[config.mk]
export PLATFORM = sky130hd
export DESIGN_NAME = conv_pwm
export DESIGN_NICKNAME = d
export VERILOG_FILES = /design/src/rtl/conv_pwm.sv
export SDC_FILE = /design/constraint.sdc
export NUM_CORES = 1
export LEC_CHECK = 0
export CORE_UTILIZATION = 51
export DETAILED_ROUTE_END_ITERATION = 12
export HOLD_SLACK_MARGIN = 0.05
export PLACE_DENSITY = 0.93
export SYNTH_ARGS = -nofsm -noshare
export SYNTH_HDL_FRONTEND = slang
export SYNTH_SLANG_ARGS = --single-unit
export TNS_END_PERCENT = 5
[constraint.sdc]
create_clock -name clk -period 4 [get_ports clk]
set_input_delay 0.6 -clock clk [delete_from_list [all_inputs] [get_ports clk]]
set_output_delay 0.6 -clock clk [all_outputs]
set_load 0.005 [all_outputs]
[src/rtl/conv_pwm.sv]
module conv_pwm #(
  parameter int CHANNELS  = 2,
  parameter int SLOT_BITS = 4,
  parameter int DUTY_W    = 5
) (
  input  logic                       clk,
  input  logic                       rst_n,
  input  logic                       tick,
  input  logic [CHANNELS-1:0]        ch_enable,
  input  logic [CHANNELS-1:0]        ch_negative,
  input  logic [CHANNELS*DUTY_W-1:0] ch_duty,
  input  logic [CHANNELS-1:0]        feedback,
  output logic [CHANNELS-1:0]        drive
);
  localparam int SLOTS = 1 << SLOT_BITS;
  localparam logic [SLOT_BITS-1:0] LAST_SLOT = SLOT_BITS'(SLOTS - 1);
  localparam logic [DUTY_W-1:0]    CODE_MAX  = DUTY_W'(SLOTS - 1);

  logic [SLOT_BITS-1:0]          slot;
  logic                          wrap;
  logic [CHANNELS-1:0]           sync1, sync2, run_q, neg_q, blk_q;
  logic [CHANNELS*SLOT_BITS-1:0] duty_q;

  assign wrap = tick && (slot == LAST_SLOT);

  always_ff @(posedge clk) begin
    if (!rst_n) begin
      slot  <= '0;
      sync1 <= '0;
      sync2 <= '0;
    end else begin
      if (tick) slot <= slot + 1'b1;
      sync1 <= feedback;
      sync2 <= sync1;
    end
  end

  for (genvar i = 0; i < CHANNELS; i++) begin : g_ch
    logic [DUTY_W-1:0]    code;
    logic [SLOT_BITS-1:0] legal;
    logic [SLOT_BITS-1:0] cur;

    assign code  = ch_duty[i*DUTY_W +: DUTY_W];
    assign legal = (code == '0)      ? SLOT_BITS'(1) :
                   (code > CODE_MAX) ? LAST_SLOT     : code[SLOT_BITS-1:0];
    assign cur   = duty_q[i*SLOT_BITS +: SLOT_BITS];

    always_ff @(posedge clk) begin
      if (!rst_n) begin
        duty_q[i*SLOT_BITS +: SLOT_BITS] <= SLOT_BITS'(1);
        run_q[i] <= 1'b0;
        neg_q[i] <= 1'b0;
        blk_q[i] <= 1'b0;
      end else begin
        if (wrap) begin
          duty_q[i*SLOT_BITS +: SLOT_BITS] <= legal;
          run_q[i] <= ch_enable[i];
          neg_q[i] <= ch_negative[i];
          blk_q[i] <= 1'b0;
        end else if (sync2[i]) begin
          blk_q[i] <= 1'b1;
        end
      end
    end

    assign drive[i] = (ch_enable[i] && run_q[i] && (slot < cur) &&
                       !blk_q[i] && !sync2[i]) ^ neg_q[i];
  end
endmodule


==> summary.md, run 1 <==
| Metric | Value |
|---|---|
| Layout Nets | `147` |
| Drt wl/cell | `12.83 µm` |
| Vias per Instance | `5.276` |
| Initial antenna violation count | `0` |
| Detailed Place HPWL | `1391 µm` |
| Critical Path Source Type | `flip-flop` |
| CP Class | `flip-flop to output pin` |
| Seq cells post-synth | `22` |
| Crit path cell chain | `ha_1 > a21oi_1 > o21ai_0 > a211oi_1 > xor2_1 > clkdlybuf4s50_1` |
| TritonRoute pass-1 iters | `4` |
| CTS tree | `yes` |
| Clock Sinks | `22` |
| Fin crit share | `74.81%` |
| Worst hold path type | `flip-flop to flip-flop` |
| CP top delay family | `compound AO/OA/AOI/OAI gates` |
| Post-Route Setup TNS | `0 ns` |
| Die Height | `44.70 µm` |
| Synth Instances | `97` |
| Slew headroom | `81.34%` |
| Most frequent cells in the layout | `dfxtp_1 (22), clkdlybuf4s50_1 (20), o21ai_1 (12), nor2_1 (10)` |
| Final Critical Period | `2.992 ns` |
| Yosys warns | `0` |
| CP Buf/Inv Count | `1` |
| Max Slew Vio Count | `0` |
| Post-CTS resize count | `0` |
| Cell row count | `15` |
| Pin count of the biggest net entering global routing | `13` |
| Worst skew pair latency | `0.30 ns` |
| Die area | `1998 µm²` |
| Worst reg-to-reg path cell count | `5` |
| Post-CTS Setup Bufs | `0` |
| Reg2reg setup slack | `2.59 ns` |
| Critical Path RT | `3.40 ns` |
| Synth Net Count | `123` |
| Area taken by flip-flops and latches | `440.4 µm²` |
| Congestion Overflow GR | `0` |
| PortBufs | `20` |
| Die width | `44.70 µm` |
| Max Cap Viol | `0` |
| Mean Syn Cell Area | `9.584 µm²` |
| RSZ-0062 raised after global routing | `no` |
| Final WS setup | `1.008 ns` |
| Starting Density | `54.43%` |
| Layout cells sized above 1 | `6.667%` |
| Final GP Congestion | `0.7341` |
| Commonest non-fill, non-tap cell in the layout | `dfxtp_1` |
| Multi-input logic area | `451.7 µm²` |
| Max incr delay on CP | `0.52 ns` |
| Hold path depth | `1` |
| Status | `complete, no violations` |
| Vias | `765` |
| Total wire length | `1860 µm` |
| Area growth from synthesis to layout | `27.59%` |
| Clock Path Buffers | `2` |
| CP max FO | `5` |
| Synth cell types | `23` |
| Antenna cells | `0` |
| FMAX | `0.3342 GHz` |
| CTS buffer count | `3` |
| CP arrival | `2.39 ns` |
| Reg-to-Reg End | `g_ch[1].cur[3]$_SDFFE_PN0P_` |
| Ports | `21` |
| Dpl ws | `1.234 ns` |
| HP Start | `sync1[0]$_SDFF_PN0_` |
| Slowest CP cell | `clkdlybuf4s50_1` |
| Clock slew at reported path FFs | `0.12 ns` |
| Leakage | `0.0004699 µW` |
| Post-synthesis sequential area ratio | `47.38%` |
| Drc violations | `0` |
| Placeable Area | `1708 µm²` |
| Clk root buf | `clkbuf_4` |
| Reg2Reg Launch Point | `slot[1]$_SDFFE_PN0P_` |
| DRT antenna net count | `0` |
| Initial DRC Count | `11` |
| Vias in the first global route | `719` |
| Worst Tran Pin Value | `0.2792 ns` |
| Synthesized cell area | `929.6 µm²` |
| Fill cells | `141` |
| Final Setup Violations | `0` |
| Worst setup EP type | `output pin` |
| Hold buffer count at cts | `0` |
| First-pass GRT wire length | `2884 µm` |
| VDD IR max | `0.0002320 V` |
| Hold EP | `sync2[0]$_SDFF_PN0_` |
| GR Util All Layers | `20.61%` |
| Layout Skew | `0.005527 ns` |
| Htree depth | `1` |
| Fin. Hold Viols | `0` |
| PD cells | `329.8 nW/µm²` |
cell type report:
type | count | area share [%]
Clock buffer | 4 | 3.059
Tap cell | 25 | 2.637
Timing Repair Buffer | 20 | 16.88
Inverter | 7 | 2.215
Sequential cell | 22 | 37.13
Multi-Input combinational cell | 67 | 38.08
cells by family after synthesis:
family | count (synthesis) | synth area share, %
and+or+nand+nor | 30 | 18.30
AOI/OAI and AO/OA | 24 | 15.07
DFF | 22 | 47.38
buffers and inverters | 8 | 4.038
adders and majority gates | 7 | 9.421
xor gates and xnor gates | 5 | 4.710
muxes | 1 | 1.077
cells in the mapped netlist (all sizes together):
cell type	instances	area, µm²
dfxtp	22	440.4
o21ai	14	70.07
nor2	11	48.80
ha	7	87.58
inv	7	26.28
and2	5	33.78
a21oi	4	20.02
a22o	4	35.03
nand2	4	17.52
nor3	4	20.02
xor2	4	35.03
a211oi	2	15.01
nand3	2	10.01
nand4	2	27.53
nor2b	2	12.51
buf	1	11.26
mux2i	1	10.01
xnor2	1	8.760
power breakdown:
group	switching (µW)	internal, µW	total [µW]
registers	4.52	224	229
clock network	64.7	55.6	120
logic	17.3	25.0	42.3
total	86.5	305	391
metrics by stage:
stage	power (µW)	utilization, %	instances	instance area (µm²)	hold WS (ns)
floorplan	249.3	-	97	929.6	0.4118
global placement	273.3	67.33	141	1150	0.4148
detailed placement	275.4	67.33	141	1150	0.4211
CTS	393.9	69.45	145	1186	0.4488
global route	405.8	69.45	145	1186	0.4633
finish	391.2	69.45	145	1186	0.4531
worst max path at each step:
stage                     endpoint  slack, ns                  from  depth (start not counted)
after global routing      drive[1]       0.91  slot[2]$_SDFFE_PN0P_                          6
after global placement    drive[1]       1.33          ch_enable[1]                          5
after floorplan           drive[1]       2.05  slot[2]$_SDFFE_PN0P_                          5
after CTS                 drive[1]       1.02  slot[2]$_SDFFE_PN0P_                          6
after detailed placement  drive[1]       1.23          ch_enable[1]                          5
final                     drive[1]       1.01  slot[2]$_SDFFE_PN0P_                          6
flip-flops by register name, indices dropped and copies added (netlist names):
signal	flops
run_q	2
sync2	2
slot	4
neg_q	2
sync1	2
g_ch.cur	8
blk_q	2
layer usage:
layer	global-route usage [%]	vias to the layer above	wire length (µm)	part of all wire, %
met1	25.38	367	850	46
li1	-	382	-	-
met2	33.53	12	918	49
met5	0	-	0	0
met4	12.73	0	38	2.0
met3	3.600	4	53	2.8
Note: power is estimated with default switching activity, not from simulation.
==> inputs of run 2 (changes only) <==
--- a/config.mk
+++ b/config.mk
@@ -5,10 +5,10 @@
 export SDC_FILE = /design/constraint.sdc
 export NUM_CORES = 1
 export LEC_CHECK = 0
-export CORE_UTILIZATION = 51
+export CORE_UTILIZATION = 43
 export DETAILED_ROUTE_END_ITERATION = 12
 export HOLD_SLACK_MARGIN = 0.05
-export PLACE_DENSITY = 0.93
+export PLACE_DENSITY = 0.85
 export SYNTH_ARGS = -nofsm -noshare
 export SYNTH_HDL_FRONTEND = slang
 export SYNTH_SLANG_ARGS = --single-unit
==> constraint.sdc (replaced) <==
create_clock -name clk -period 2.61 [get_ports clk]
set_input_delay 0.3915 -clock clk [delete_from_list [all_inputs] [get_ports clk]]
set_output_delay 0.3915 -clock clk [all_outputs]
set_load 0.005 [all_outputs]
==> run 2 against run 1 <==
Net effect:
- core utilization down 8.6 points
- final cell count increased by 2.1%
- count of clock-buffer cells in the layout down 1
- cell area grew 2.6%
- total power increased by 72%
- die area increased by 18%
- sequential share of layout area shrank 0.65 points
- clock skew fell by 0.0036 ns
- first-iteration DRC count is 36% higher
- sequential power up 52%
- register-to-register slack got worse by 1.4 ns
- setup slack worse by 0.75 ns
- largest power group unchanged
- highest routed layer unchanged
==> summary.md, run 2 (same netlist as run 1, synthesis figures left out) <==
| Metric | Value |
|---|---|
| Status | `complete, no violations (unchanged)` |
| Max Slew Vio Count | `0 (unchanged)` |
| Pin count of the biggest net entering global routing | `14 (was 13)` |
| Max Cap Viol | `0 (unchanged)` |
| Die Height | `48.50 µm (was 44.70 µm)` |
| CTS tree | `yes (unchanged)` |
| Final Critical Period | `2.352 ns` |
| Fin. Hold Viols | `0 (unchanged)` |
| Post-Route Setup TNS | `0 ns (unchanged)` |
| Reg-to-Reg End | `g_ch[1].cur[1]$_SDFFE_PN0P_ (was g_ch[1].cur[3]$_SDFFE_PN0P_)` |
| GR Util All Layers | `16.58% (was 20.61%)` |
| CP Class | `flip-flop to output pin (unchanged)` |
| Antenna cells | `0 (unchanged)` |
| Final GP Congestion | `0.7920 (was 0.7341)` |
| Ports | `21 (unchanged)` |
| Largest register FFs | `8 (unchanged)` |
| FMAX | `0.4251 GHz` |
| Fin crit share | `90.12%` |
| Clock Path Buffers | `2 (unchanged)` |
| Most frequent cells in the layout | `dfxtp_1 (21), clkdlybuf4s50_1 (18), o21ai_1 (12), nor2_1 (10) (was dfxtp_1 (22), clkdlybuf4s50_1 (20), o21ai_1 (12), nor2_1 (10))` |
| Congestion Overflow GR | `0 (unchanged)` |
| Layout Nets | `148 (was 147)` |
| TritonRoute pass-1 iters | `4 (unchanged)` |
| Cell row count | `16 (was 15)` |
| Vias | `743 (was 765)` |
| Slew headroom | `80.78% (was 81.34%)` |
| PD cells | `553.6 nW/µm² (was 329.8 nW/µm²)` |
| CP max FO | `4 (was 5)` |
| Worst Tran Pin Value | `0.2876 ns (was 0.2792 ns)` |
| Clock slew at reported path FFs | `0.12 ns (about the same)` |
| Worst setup EP type | `output pin (unchanged)` |
| Reg2reg setup slack | `1.23 ns (was 2.59 ns)` |
| Total wire length | `1807 µm (was 1860 µm)` |
| Drc violations | `0 (unchanged)` |
| Reg2Reg Launch Point | `slot[0]$_SDFFE_PN0P_ (was slot[1]$_SDFFE_PN0P_)` |
| Leakage | `0.0005067 µW (was 0.0004699 µW)` |
| Layout cells sized above 1 | `8.264% (was 6.667%)` |
| Final non-filler cell total | `148 (was 145)` |
| Placeable Area | `2002 µm² (was 1708 µm²)` |
| Hold EP | `sync2[1]$_SDFF_PN0_ (was sync2[0]$_SDFF_PN0_)` |
| Hold path depth | `1 (unchanged)` |
| Die area | `2352 µm² (was 1998 µm²)` |
| Placed Instances | `143 (was 141)` |
| HP Start | `sync1[1]$_SDFF_PN0_ (was sync1[0]$_SDFF_PN0_)` |
| RSZ-0062 raised after global routing | `no (unchanged)` |
| Layout Skew | `0.001907 ns (was 0.005527 ns)` |
| CTS buffer count | `3 (unchanged)` |
| Vias in the first global route | `708 (was 719)` |
| VDD IR max | `0.0003229 V (was 0.0002320 V)` |
| Vias per Instance | `5.020 (was 5.276)` |
| CP arrival | `1.96 ns (was 2.39 ns)` |
| Worst skew pair latency | `0.31 ns (was 0.30 ns)` |
| Clock Sinks | `22 (unchanged)` |
| Worst reg-to-reg path cell count | `5 (unchanged)` |
| DRT antenna net count | `0 (unchanged)` |
| Initial DRC Count | `15 (was 11)` |
| Drt wl/cell | `12.21 µm (was 12.83 µm)` |
| First-pass GRT wire length | `3091 µm (was 2884 µm)` |
| Worst hold path type | `flip-flop to flip-flop (unchanged)` |
| Detailed Place HPWL | `1321 µm (was 1391 µm)` |
| Htree depth | `1 (unchanged)` |
| Die width | `48.50 µm (was 44.70 µm)` |
| Initial antenna violation count | `0 (unchanged)` |
| Critical Path Source Type | `flip-flop (unchanged)` |
| Hold buffer count at cts | `0 (unchanged)` |
| Final Setup Violations | `0 (unchanged)` |
| Commonest non-fill, non-tap cell in the layout | `dfxtp_1 (unchanged)` |
| Area growth from synthesis to layout | `30.96% (was 27.59%)` |
| Critical Path RT | `2.22 ns (was 3.40 ns)` |
| Clk root buf | `clkbuf_4 (unchanged)` |
| PortBufs | `20 (unchanged)` |
| Fill cells | `174 (was 141)` |
| Starting Density | `46.44% (was 54.43%)` |
==> run 2: power by group <==
| group | internal [µW] | switching [µW] |
|---|---|---|
| combinational | 39.1 | 27.0 |
| clock | 155 | 104 |
| sequential | 343 | 6.17 |
| total | 537 | 137 |
==> run 2: final cells by class <==
type | count | area (µm²) | area share, %
repair buffers | 21 | 209.0 | 17.16
clock buffers | 3 | 22.52 | 1.850
inverters | 7 | 26.28 | 2.158
multi-input cells | 67 | 451.7 | 37.10
flip-flops and latches | 22 | 444.2 | 36.49
well taps | 27 | 33.78 | 2.775
clock inverters | 1 | 30.03 | 2.467
==> run 2: layer usage <==
metal / GRT usage (%) / vias to the layer above / part of all wire, %
li1: - / 384 / -
met2: 29.11 / 14 / 49
met4: 4.412 / 0 / 1.2
met3: 2.830 / 5 / 3.6
met1: 20.95 / 340 / 46
met5: 0 / - / 0
==> run 2: how the worst max path moves through the flow <==
stage	depth (start not counted)	end	startpoint	slack (ns)
3_3_place_gp	5	drive[1]	ch_enable[1]	0.32
4_1_cts	6	drive[0]	slot[2]$_SDFFE_PN0P_	0.01
6_report	6	drive[1]	slot[2]$_SDFFE_PN0P_	0.26
3_5_place_dp	6	drive[1]	slot[2]$_SDFFE_PN0P_	0.22
2_1_floorplan	5	drive[1]	slot[2]$_SDFFE_PN0P_	0.87
5_1_grt	7	drive[1]	g_ch[1].cur[2]$_SDFFE_PN0P_	0.06
==> run 2: timing repair <==
item                                    in CTS  in global routing
gates resized for setup                      3                  1
endpoints found under the setup margin       2                  1
pin swaps                                    2                  2
buffers inserted                             0                  1
==> run 2: critical path, cell delays in order, from the launching register on <==
cell	delay, ns
dfxtp_4	0.38
ha_1	0.32
a21oi_1	0.14
o21ai_0	0.11
a211oi_1	0.28
xor2_1	0.17
dlygate4sd2_1	0.25
==> run 2: per-stage QoR <==
| stage | utilization, % | hold slack, ns | total power, µW | setup slack (ns) | instance area [µm²] |
|---|---|---|---|---|---|
| floorplan | - | 0.4118 | 382.0 | 0.8701 | 929.6 |
| global placement | 57.56 | 0.4177 | 419.1 | 0.3222 | 1152 |
| detailed placement | 57.56 | 0.4268 | 422.1 | 0.2210 | 1152 |
| CTS | 60.31 | 0.4603 | 679.1 | 0.01037 | 1207 |
| global route | 60.81 | 0.4690 | 702.4 | 0.05736 | 1217 |
| finish | 60.81 | 0.4588 | 674.0 | 0.2577 | 1217 |
==> inputs of run 3 (changes only) <==
--- a/config.mk
+++ b/config.mk
@@ -7,7 +7,7 @@
 export LEC_CHECK = 0
 export CORE_UTILIZATION = 43
 export DETAILED_ROUTE_END_ITERATION = 12
-export HOLD_SLACK_MARGIN = 0.05
+export HOLD_SLACK_MARGIN = 0.15
 export PLACE_DENSITY = 0.85
 export SYNTH_ARGS = -nofsm -noshare
 export SYNTH_HDL_FRONTEND = slang
==> results of run 3 <==
Final layout, timing and power as in run 2 (identical DEF).
